File: src/rtl/tlb_pkg.sv
package tlb_pkg;
  typedef enum logic [1:0] {
    ST_MISS   = 2'b00,
    ST_HIT    = 2'b01,
    ST_ABSENT = 2'b10
  } tlb_status_e;
endpackage

File: src/rtl/tlb_rr_ptr.sv
module tlb_rr_ptr #(
  parameter int N = 4,
  localparam int IW = (N > 1) ? $clog2(N) : 1
) (
  input  logic          clk,
  input  logic          rst_n,
  input  logic          advance,
  output logic [IW-1:0] ptr
);
  always_ff @(posedge clk) begin
    if (!rst_n) ptr <= '0;
    else if (advance) ptr <= (ptr == IW'(N - 1)) ? '0 : ptr + 1'b1;
  end
endmodule

File: src/rtl/tlb_store.sv
module tlb_store #(
  parameter int ENTRIES = 4,
  parameter int TAG_W   = 18,
  parameter int PPN_W   = 16,
  parameter int FACTOR  = 4,
  localparam int IW = (ENTRIES > 1) ? $clog2(ENTRIES) : 1
) (
  input  logic                    clk,
  input  logic                    rst_n,
  input  logic                    flush,
  input  logic                    wr_en,
  input  logic [TAG_W-1:0]        wr_tag,
  input  logic [FACTOR*PPN_W-1:0] wr_ppn,
  input  logic [FACTOR-1:0]       wr_mask,
  input  logic [IW-1:0]           victim,
  output logic                    alloc,
  input  logic [TAG_W-1:0]        look_tag,
  output logic [ENTRIES-1:0]      match_vec,
  output logic [FACTOR*PPN_W-1:0] rd_ppn,
  output logic [FACTOR-1:0]       rd_mask
);
  logic [ENTRIES-1:0]      vld;
  logic [TAG_W-1:0]        tag  [ENTRIES];
  logic [FACTOR*PPN_W-1:0] ppn  [ENTRIES];
  logic [FACTOR-1:0]       mask [ENTRIES];
  logic [ENTRIES-1:0]      wr_match;
  logic [ENTRIES-1:0]      wr_sel;

  assign alloc = wr_en && !flush && (wr_match == '0);

  for (genvar e = 0; e < ENTRIES; e++) begin : g_ent
    assign match_vec[e] = vld[e] && (tag[e] == look_tag);
    assign wr_match[e]  = vld[e] && (tag[e] == wr_tag);
    assign wr_sel[e]    = wr_en && ((wr_match != '0) ? wr_match[e] : (victim == IW'(e)));

    always_ff @(posedge clk) begin
      if (!rst_n || flush) begin
        vld[e] <= 1'b0;
      end else if (wr_sel[e]) begin
        vld[e]  <= 1'b1;
        tag[e]  <= wr_tag;
        ppn[e]  <= wr_ppn;
        mask[e] <= wr_mask;
      end
    end
  end

  always_comb begin
    rd_ppn  = '0;
    rd_mask = '0;
    for (int e = 0; e < ENTRIES; e++) begin
      if (match_vec[e]) begin
        rd_ppn  = rd_ppn | ppn[e];
        rd_mask = rd_mask | mask[e];
      end
    end
  end
endmodule

File: src/rtl/tlb_resolve.sv
module tlb_resolve
  import tlb_pkg::*;
#(
  parameter int  FACTOR  = 4,
  parameter int  PPN_W   = 16,
  parameter bit  PARTIAL = 1'b0,
  localparam int SW = (FACTOR > 1) ? $clog2(FACTOR) : 1
) (
  input  logic                    tag_hit,
  input  logic [SW-1:0]           idx,
  input  logic [FACTOR*PPN_W-1:0] rd_ppn,
  input  logic [FACTOR-1:0]       rd_mask,
  output tlb_status_e             status,
  output logic [PPN_W-1:0]        ppn
);
  logic             present;
  logic [PPN_W-1:0] frame;

  assign present = rd_mask[idx];

  if (PARTIAL) begin : g_partial
    assign frame = rd_ppn[PPN_W-1:0] + PPN_W'(idx);
  end else begin : g_complete
    assign frame = rd_ppn[idx*PPN_W +: PPN_W];
  end

  always_comb begin
    status = ST_MISS;
    ppn    = '0;
    if (tag_hit) begin
      if (present) begin
        status = ST_HIT;
        ppn    = frame;
      end else begin
        status = ST_ABSENT;
      end
    end
  end
endmodule

File: src/rtl/subblock_tlb.sv
module subblock_tlb
  import tlb_pkg::*;
#(
  parameter int VPN_W   = 20,
  parameter int PPN_W   = 16,
  parameter int ENTRIES = 4,
  parameter int FACTOR  = 4,
  parameter bit PARTIAL = 1'b0,
  localparam int SW    = (FACTOR > 1) ? $clog2(FACTOR) : 1,
  localparam int TAG_W = VPN_W - SW,
  localparam int IW    = (ENTRIES > 1) ? $clog2(ENTRIES) : 1
) (
  input  logic                    clk,
  input  logic                    rst_n,
  input  logic                    req_valid,
  output logic                    req_ready,
  input  logic [VPN_W-1:0]        req_vpn,
  output logic                    rsp_valid,
  input  logic                    rsp_ready,
  output logic [1:0]              rsp_status,
  output logic [PPN_W-1:0]        rsp_ppn,
  input  logic                    fill_valid,
  output logic                    fill_ready,
  input  logic [TAG_W-1:0]        fill_tag,
  input  logic [FACTOR*PPN_W-1:0] fill_ppn,
  input  logic [FACTOR-1:0]       fill_mask,
  input  logic                    flush
);
  logic [IW-1:0]           victim;
  logic                    alloc;
  logic [ENTRIES-1:0]      match_vec;
  logic [FACTOR*PPN_W-1:0] rd_ppn;
  logic [FACTOR-1:0]       rd_mask;
  tlb_status_e             look_status;
  logic [PPN_W-1:0]        look_ppn;
  logic                    accept;

  assign fill_ready = 1'b1;
  assign req_ready  = !rsp_valid || rsp_ready;
  assign accept     = req_valid && req_ready;

  tlb_rr_ptr #(.N(ENTRIES)) u_rr (
    .clk(clk), .rst_n(rst_n), .advance(alloc), .ptr(victim)
  );

  tlb_store #(
    .ENTRIES(ENTRIES), .TAG_W(TAG_W), .PPN_W(PPN_W), .FACTOR(FACTOR)
  ) u_store (
    .clk(clk), .rst_n(rst_n), .flush(flush),
    .wr_en(fill_valid), .wr_tag(fill_tag), .wr_ppn(fill_ppn), .wr_mask(fill_mask),
    .victim(victim), .alloc(alloc),
    .look_tag(req_vpn[VPN_W-1:SW]), .match_vec(match_vec),
    .rd_ppn(rd_ppn), .rd_mask(rd_mask)
  );

  tlb_resolve #(.FACTOR(FACTOR), .PPN_W(PPN_W), .PARTIAL(PARTIAL)) u_res (
    .tag_hit(match_vec != '0), .idx(req_vpn[SW-1:0]),
    .rd_ppn(rd_ppn), .rd_mask(rd_mask),
    .status(look_status), .ppn(look_ppn)
  );

  always_ff @(posedge clk) begin
    if (!rst_n) begin
      rsp_valid  <= 1'b0;
      rsp_status <= ST_MISS;
      rsp_ppn    <= '0;
    end else if (accept) begin
      rsp_valid  <= 1'b1;
      rsp_status <= look_status;
      rsp_ppn    <= look_ppn;
    end else if (rsp_ready) begin
      rsp_valid  <= 1'b0;
    end
  end
endmodule

File: config.mk
export PLATFORM = sky130hd
export DESIGN_NAME = subblock_tlb
export DESIGN_NICKNAME = d
export VERILOG_FILES = /design/src/rtl/tlb_pkg.sv /design/src/rtl/tlb_rr_ptr.sv /design/src/rtl/tlb_store.sv /design/src/rtl/tlb_resolve.sv /design/src/rtl/subblock_tlb.sv
export SDC_FILE = /design/constraint.sdc
export NUM_CORES = 1
export LEC_CHECK = 0
export BUFFER_PORTS_ARGS = -buffer_cell sky130_fd_sc_hd__buf_2
export CELL_PAD_IN_SITES_DETAIL_PLACEMENT = 0
export CELL_PAD_IN_SITES_GLOBAL_PLACEMENT = 2
export CORE_MARGIN = 4
export CORE_UTILIZATION = 43
export DETAILED_ROUTE_END_ITERATION = 8
export PLACE_DENSITY = 0.79
export SLEW_MARGIN = 20
export SYNTH_ARGS = -nofsm -noshare
export SYNTH_HDL_FRONTEND = slang
export SYNTH_HIERARCHICAL = 1
export SYNTH_SLANG_ARGS = --single-unit
File: constraint.sdc
create_clock -name clk -period 8.3 [get_ports clk]
set_input_delay 1.245 -clock clk [delete_from_list [all_inputs] [get_ports clk]]
set_output_delay 1.245 -clock clk [all_outputs]
set_load 0.05 [all_outputs]
==> results of run 1 <==
==> worst register-to-register path, stage by stage (launching register included) <==
cell and delay (ns):
edfxtp_1 0.43, xnor2_1 0.22, nand4_1 0.19, or4_4 0.61, or3_1 0.41, o21ai_4 0.26, buf_4 0.46, buf_4 0.64
==> per-layer routing <==
metal,vias to the layer above,track usage,wire length (um)
li1,4517,-,-
met1,4936,0.2892,18160
met2,376,0.3119,19570
met3,39,0.03457,2747
met4,2,0.04007,483
met5,-,0,13
==> layout make-up <==
| cell class | instances | area [sq um] | share of cell area |
|---|---|---|---|
| repair buffers | 151 | 805.8 | 0.04425 |
| clock buffers | 48 | 1062 | 0.05833 |
| flip-flops and latches | 369 | 10830 | 0.5948 |
| well taps | 468 | 585.6 | 0.03216 |
| diodes | 2 | 5.005 | 0.0002748 |
| inverters | 3 | 11.26 | 0.0006184 |
| multi-input cells | 670 | 4705 | 0.2583 |
| clock inverters | 25 | 205.2 | 0.01127 |
==> logic make-up after synthesis <==
kind of cell,Yosys count
multiplexers,38
AO/OA/AOI/OAI,17
buffers and inverters,98
XOR/XNOR,144
other,1
adder cells (fa/ha/maj),1
AND/OR/NAND/NOR,469
flip-flops,369
==> report_power, final <==
group	switching, uW	internal (uW)	total, uW
combinational	119	58.5	178
sequential	8.02	2060	2060
clock	711	1010	1720
==> worst max path at each step <==
stage                           start                           end  slack, ns  cells after the start
after CTS                       rst_n  u_store/ppn[2][53]$_DFFE_PP_       4.05                      7
after global routing            rst_n   u_store/ppn[0][0]$_DFFE_PP_       3.82                      6
after floorplan           fill_tag[8]  u_store/mask[0][0]$_DFFE_PP_       2.08                      6
final                           rst_n  u_store/ppn[2][51]$_DFFE_PP_       4.08                      7
after global placement          rst_n  u_store/ppn[0][15]$_DFFE_PP_       3.51                      6
after detailed placement        rst_n  u_store/ppn[2][15]$_DFFE_PP_       3.50                      7
==> cells in the final DEF, fill, tap and decap left out, types with 4 or more instances in the layout <==
| cell type | count |
|---|---|
| dfxtp_1 | 25 |
| nand3_1 | 276 |
| buf_4 | 20 |
| clkinv_1 | 9 |
| clkbuf_16 | 41 |
| mux4_1 | 7 |
| or3_1 | 4 |
| mux2i_1 | 21 |
| mux4_2 | 9 |
| or4_4 | 4 |
| o21ai_4 | 4 |
| xor2_1 | 12 |
| nor2b_4 | 9 |
| nand2_1 | 43 |
| nor4_4 | 4 |
| nand4_1 | 100 |
| buf_2 | 131 |
| nor3_2 | 4 |
| o21ai_0 | 8 |
| edfxtp_1 | 344 |
| and2_1 | 4 |
| xnor2_1 | 132 |
| clkinv_2 | 8 |
| clkbuf_1 | 6 |
| nor2b_1 | 10 |
==> per-stage QoR <==
stage                     utilization  hold slack (ns)  setup WS (ns)  total power, uW
after floorplan                     -           0.4461          2.081             2203
after global placement         0.4626           0.4399          3.514             2281
after detailed placement       0.4626           0.4460          3.502             2282
after CTS                      0.4973           0.4572          4.046             4004
after global routing           0.4973           0.4707          3.821             4102
final                          0.4974           0.4531          4.078             3961
==> sequential cells by signal, summed over array words and instances (netlist names) <==
signal        count
u_store/ppn     256
u_store/tag      72
rsp_ppn          16
u_store/mask     16
u_store/vld       4
rsp_status        2
u_rr/ptr          2
rsp_valid         1
==> run summary, run 1 <==
RUN STATUS
--------------------------------------------------------------------------------
Run status ........................................................ finished clean

SYNTH
--------------------------------------------------------------------------------
Most frequent cell after synthesis ................................     edfxtp_1
Main synth FF type ................................................     edfxtp_1
Average instance area after synthesis .............................  14.03 sq um
Instance count of the mapped netlist ..............................        1,137
Number of flops mapped to enable cells by yosys ...................          344
Dominant combinational cell family by area after synthesis ........ simple AND/OR/NAND/NOR gates
Adder-cell share of the synthesized area ..........................    0.0007843
Fraction of post-synthesis cell area in the top cell type by area .       0.6475
Portion of netlist area occupied by mux cells .....................      0.03812
Compound-gate portion of the synthesized area .....................     0.006902
Yosys warnings ....................................................            6
Async set-or-reset flop fraction in the synthesized netlist .......            0
Most area-consuming cells after synthesis ......................... edfxtp_1 65%, nand3_1 8.7%, xnor2_1 7.2%
Synthesized net count .............................................        1,250
Portion of the post-synthesis area used by sequential elements ....       0.6789
Cell area after synthesis ......................................... 15,950 sq um
Synth area leader .................................................     edfxtp_1
Cell variety after synth ..........................................           43
Simple-gate share of the synthesized area .........................       0.1652
Commonest cells in the netlist .................................... 344 x edfxtp_1, 276 x nand3_1, 132 x xnor2_1
Yosys reg bits ....................................................          369
Post-Synth XOR/XNOR Area ..........................................      0.07906

FLOORPLAN
--------------------------------------------------------------------------------
Ports .............................................................          133
Row cnt ...........................................................           70
Chip Height .......................................................     200.6 um
DIE AREA .......................................................... 40,240 sq um
Die extent in x ...................................................     200.6 um
Core ar. .......................................................... 36,610 sq um
Starting Density ..................................................       0.4357

STA
--------------------------------------------------------------------------------
Final hold violation count ........................................            0
Highest clock rate ................................................    236.8 MHz
Transition time of the tightest slew-check pin ....................    0.9943 ns
Max Slew Vio Count ................................................            0
Final TNS setup ...................................................         0 ns
Unrepaired setup endpoints after global routing ...................        false
Number of failing setup endpoints in the final timing report ......            0
Max-slew headroom .................................................       0.3371
Post-route minimum period .........................................     4.222 ns
Worst clock skew on the final layout ..............................   0.02489 ns
Fraction of the cycle the final worst path needs ..................       0.5087

CLOCK TREE
--------------------------------------------------------------------------------
Total number of H-tree levels .....................................            2
Num CTS Buffers ...................................................           41
Clock net sink count ..............................................          369
CTS clk-pin slew, worst paths .....................................      0.06 ns
CTS-repair resized insts ..........................................            0
Setup Fix Bufs, Post-CTS ..........................................            0
TritonCTS clock tree ..............................................        built
Maximum buffer depth of the clock tree ............................            3
Buffer cell driving the clock tree root ...........................    clkbuf_16
Worst-Skew Late Latency ...........................................      0.54 ns
Hold buffer count at CTS ..........................................            0

CRITICAL PATH
--------------------------------------------------------------------------------
Type of the worst setup path ...................................... input port to flip-flop
Reg2reg start ..................................................... u_store/tag[2][4]$_DFFE_PP_
Crit path largest cell delay ......................................      0.62 ns
R2r setup slk .....................................................      4.64 ns
Worst Setup Start Kind ............................................   input port
Most common cell on crit path .....................................        buf_4
Largest fanout on the critical path ...............................           46
List of cells traversed by the critical path ...................... buf_2 > nand3b_1 > nor3b_1 > o21ai_0 > o21ai_4 > buf_4 > buf_4
Endpoint of the most critical register-to-register path ........... u_store/ppn[2][51]$_DFFE_PP_
Worst r2r path cells ..............................................            7
Slowest library cell on the worst path ............................        buf_4
Setup crit end kind ...............................................    flip-flop
Cell family with the largest share of critical-path delay ......... buffers and inverters
Worst EP arrival ..................................................      4.38 ns
Worst Path Buf+Inv ................................................            3
Required @ worst endpoint .........................................      8.46 ns

PLACED DESIGN
--------------------------------------------------------------------------------
Cell count after placement ........................................        1,661
Detailed placer's ending HPWL .....................................    24,600 um
Post-Place Cell Area .............................................. 16,940 sq um
Count of port buffers added during placement ......................          131
Last weighted congestion value of the routability-driven placer ...       0.8083

DRT
--------------------------------------------------------------------------------
Vias/cell .........................................................        5.685
DR pass1 iterations ...............................................            5
Number of nets with antenna violations after detailed routing .....            0
Total number of vias ..............................................        9,870
First DRT Iteration DRCs ..........................................          884
Wire length reported by the detailed router .......................    40,980 um
DRC violations left ...............................................            0
Wire length per cell ..............................................     23.60 um

FINAL LAYOUT
--------------------------------------------------------------------------------
Post-layout nets ..................................................        1,349
Area Growth Syn to Fin ............................................       14.15%
Fraction of final layout cells sized beyond drive strength 1 ......       0.1975
Post-Layout Cell Count ............................................        1,736
Non-Filler Cell Area, Final ....................................... 18,210 sq um
Filler cells ......................................................        3,165

PWR
--------------------------------------------------------------------------------
Leakage power .....................................................  0.005887 uW
Areal power density over the cells ................................ 217.5 nW/um^2
Maximum VDD drop ..................................................    0.1331 mV

GLOBAL ROUTING
--------------------------------------------------------------------------------
Antenna violations before repair ..................................            7
Total routing resource utilization after global routing ...........       0.1968
Wire length of the first global-routing pass ......................    61,530 um
Pin count of the biggest net entering global routing ..............           70
GRT Residual Overflow .............................................            0
Via count of the first global-routing pass ........................        9,623

WORST HOLD PATH
--------------------------------------------------------------------------------
Destination of the worst hold path ................................ rsp_ppn[4]$_SDFFE_PN0P_
Hold Path Depth ...................................................            2
Class of the tightest hold or removal check ....................... flip-flop to flip-flop
Startpoint of the most critical hold path ......................... rsp_ppn[4]$_SDFFE_PN0P_

JOB
--------------------------------------------------------------------------------
Max-capacitance violation count ...................................            0

Note: power is estimated with default switching activity, not from simulation.
==> run 2, diff against run 1 <==
Clock period 8.3 ns to 4.35 ns, I/O delays scaled along.
==> run summary, run 2 (synthesis gave the netlist of run 1 again) <==
FINAL LAYOUT
----------------------------------------------------------------------------------
Most common library cell in the layout ignoring fill and taps .......     edfxtp_1
Area Growth Syn to Fin ..............................................       15.36%
Largest registers ranked by flip-flop count ......................... u_store/ppn (256), u_store/tag (72)
Commonest cells after routing, fill and taps aside .................. 344 x edfxtp_1, 276 x nand3_1, 132 x xnor2_1
Flip-flop count of the largest register, all copies and words added .          256   unchanged
Register bank with the most flops ...................................  u_store/ppn
Post-layout nets ....................................................        1,358   +0.67%
Fraction of final layout cells sized beyond drive strength 1 ........       0.1994   +0.001900

PWR
----------------------------------------------------------------------------------
Net switching power .................................................      1556 uW   +86%
Total power of the final layout .....................................      7525 uW   +90%
Leakage power .......................................................  0.005950 uW   +1.1%
Proportion of power drawn by the clock network ......................        0.430   -0.004
Sequential fraction of design power .................................        0.523   +0.002
Maximum VDD drop ....................................................    0.2373 mV   +78%
Internal cell power .................................................      5969 uW   +91%
Areal power density over the cells .................................. 408.9 nW/um^2   +88%
Share of total power in combinational logic .........................        0.047   +0.002
Switching Share .....................................................       0.2067   -0.004975

STA
----------------------------------------------------------------------------------
Highest clock rate ..................................................    329.1 MHz
Unrepaired setup endpoints after global routing .....................        false
Number of failing setup endpoints in the final timing report ........            0   unchanged
Final TNS setup .....................................................         0 ns   unchanged
Final hold violation count ..........................................            0   unchanged
Worst clock skew on the final layout ................................   0.01755 ns   -0.007340 ns
Post-route minimum period ...........................................     3.039 ns
Transition time of the tightest slew-check pin ......................    0.9759 ns   -0.01835 ns
Max Slew Vio Count ..................................................            0   unchanged
Fraction of the cycle the final worst path needs ....................       0.6986
Max-slew headroom ...................................................       0.3469   +0.009768

PLACED DESIGN
----------------------------------------------------------------------------------
Detailed placer's ending HPWL .......................................    26,070 um   +6.0%
Last weighted congestion value of the routability-driven placer .....       0.8223   +1.7%
Count of port buffers added during placement ........................          131   unchanged

CLOCK TREE
----------------------------------------------------------------------------------
Num CTS Buffers .....................................................           41   unchanged
Maximum buffer depth of the clock tree ..............................            3   unchanged
CTS clk-pin slew, worst paths .......................................      0.06 ns   about the same
Buffer cell driving the clock tree root .............................    clkbuf_16
Hold buffer count at CTS ............................................            0   unchanged
TritonCTS clock tree ................................................        built
Clock net sink count ................................................          369   unchanged
Setup Fix Bufs, Post-CTS ............................................            0   unchanged
Total number of H-tree levels .......................................            2   unchanged
Worst-Skew Late Latency .............................................      0.54 ns   about the same
CTS-repair resized insts ............................................            0   unchanged

CRITICAL PATH
----------------------------------------------------------------------------------
Worst EP arrival ....................................................      3.49 ns   -0.89 ns
Worst Setup Start Kind ..............................................    flip-flop
Worst r2r path cells ................................................           11   +4
Setup crit end kind .................................................    flip-flop
Type of the worst setup path ........................................ flip-flop to flip-flop
Required @ worst endpoint ...........................................      4.80 ns   -3.66 ns
Largest fanout on the critical path .................................           69   +50%

GLOBAL ROUTING
----------------------------------------------------------------------------------
Antenna violations before repair ....................................            7   unchanged
Via count of the first global-routing pass ..........................        9,822   +2.1%
Pin count of the biggest net entering global routing ................           70   unchanged
Wire length of the first global-routing pass ........................    62,070 um   +0.89%
Total routing resource utilization after global routing .............       0.1988   +0.002068
GRT Residual Overflow ...............................................            0   unchanged

WORST HOLD PATH
----------------------------------------------------------------------------------
Hold Path Depth .....................................................            1   -1
Class of the tightest hold or removal check ......................... input port to flip-flop

FLOORPLAN
----------------------------------------------------------------------------------
Starting Density ....................................................       0.4357   unchanged
Die extent in x .....................................................     200.6 um   unchanged
Row cnt .............................................................           70   unchanged
DIE AREA ............................................................ 40,240 sq um   unchanged
Ports ...............................................................          133   unchanged
Chip Height .........................................................     200.6 um   unchanged
Core ar. ............................................................ 36,610 sq um   unchanged

JOB
----------------------------------------------------------------------------------
Max-capacitance violation count .....................................            0   unchanged

DRT
----------------------------------------------------------------------------------
First DRT Iteration DRCs ............................................          817   -7.6%
Vias/cell ...........................................................        5.679   -0.12%
Total number of vias ................................................        9,898   +0.28%
DRC violations left .................................................            0   unchanged
Wire length per cell ................................................     23.64 um   +0.16%
Wire length reported by the detailed router .........................    41,210 um   +0.56%
DR pass1 iterations .................................................            4   -1
Number of nets with antenna violations after detailed routing .......            0   unchanged

RUN STATUS
----------------------------------------------------------------------------------
Run status .......................................................... finished clean

## run 2: area by class of cell
type                            count  area (sq um)
Fill cell                        3175         18210
Sequential cell                   369         10830
Multi-Input combinational cell    670          4705
Clock buffer                       55          1089
Timing Repair Buffer              160          1023
Tap cell                          468         585.6
Clock inverter                     17         157.7
Inverter                            3         11.26
Antenna cell                        1         2.502
## run 2: worst paths after layout
path                          startpoint                      endpoint  slack (ns)
max          u_store/tag[0][1]$_DFFE_PP_       rsp_ppn[4]$_SDFFE_PN0P_        1.31
min                         fill_ppn[62]  u_store/ppn[0][62]$_DFFE_PP_        0.33
min reg2reg     rsp_ppn[10]$_SDFFE_PN0P_      rsp_ppn[10]$_SDFFE_PN0P_        0.45
max reg2reg  u_store/tag[0][1]$_DFFE_PP_       rsp_ppn[4]$_SDFFE_PN0P_        1.31
## run 2: layer usage
layer / vias up / share of wire / GRT usage
met5: - / 0.0016 / 0
met4: 8 / 0.021 / 0.05261
met3: 72 / 0.064 / 0.03441
met2: 351 / 0.48 / 0.3193
met1: 4934 / 0.44 / 0.2835
li1: 4533 / - / -
## run 2: worst max-delay path, stage by stage (launching register included)
cell,delay (ns)
edfxtp_1,0.41
xnor2_1,0.25
nand4_1,0.20
nor4_4,0.34
buf_12,0.34
and2_1,0.25
or4_1,0.16
nand2_1,0.07
o22a_2,0.48
nor2b_1,0.19
nand2_1,0.06
mux2i_1,0.12
## run 2: power by group through the flow
stage	Sequential, uW	Combinational, uW	Clock (uW)
2_1_floorplan	4020	187	0
3_3_place_gp	4010	353	0
3_5_place_dp	4010	356	0
4_1_cts	3940	357	3310
5_1_grt	3940	380	3470
6_report	3940	353	3240
## run 2: per-stage QoR
step           cell area [sq um]    util  cells  setup WS [ns]  hold slack [ns]
2_1_floorplan              15950       -   1137         -1.276           0.4461
3_3_place_gp               17160  0.4686   1670         0.8902           0.4418
3_5_place_dp               17160  0.4686   1670         0.8873           0.4463
4_1_cts                    18400  0.5026   1742          1.271           0.3104
5_1_grt                    18400  0.5027   1743          1.116           0.3174
6_report                   18400  0.5027   1743          1.311           0.3320
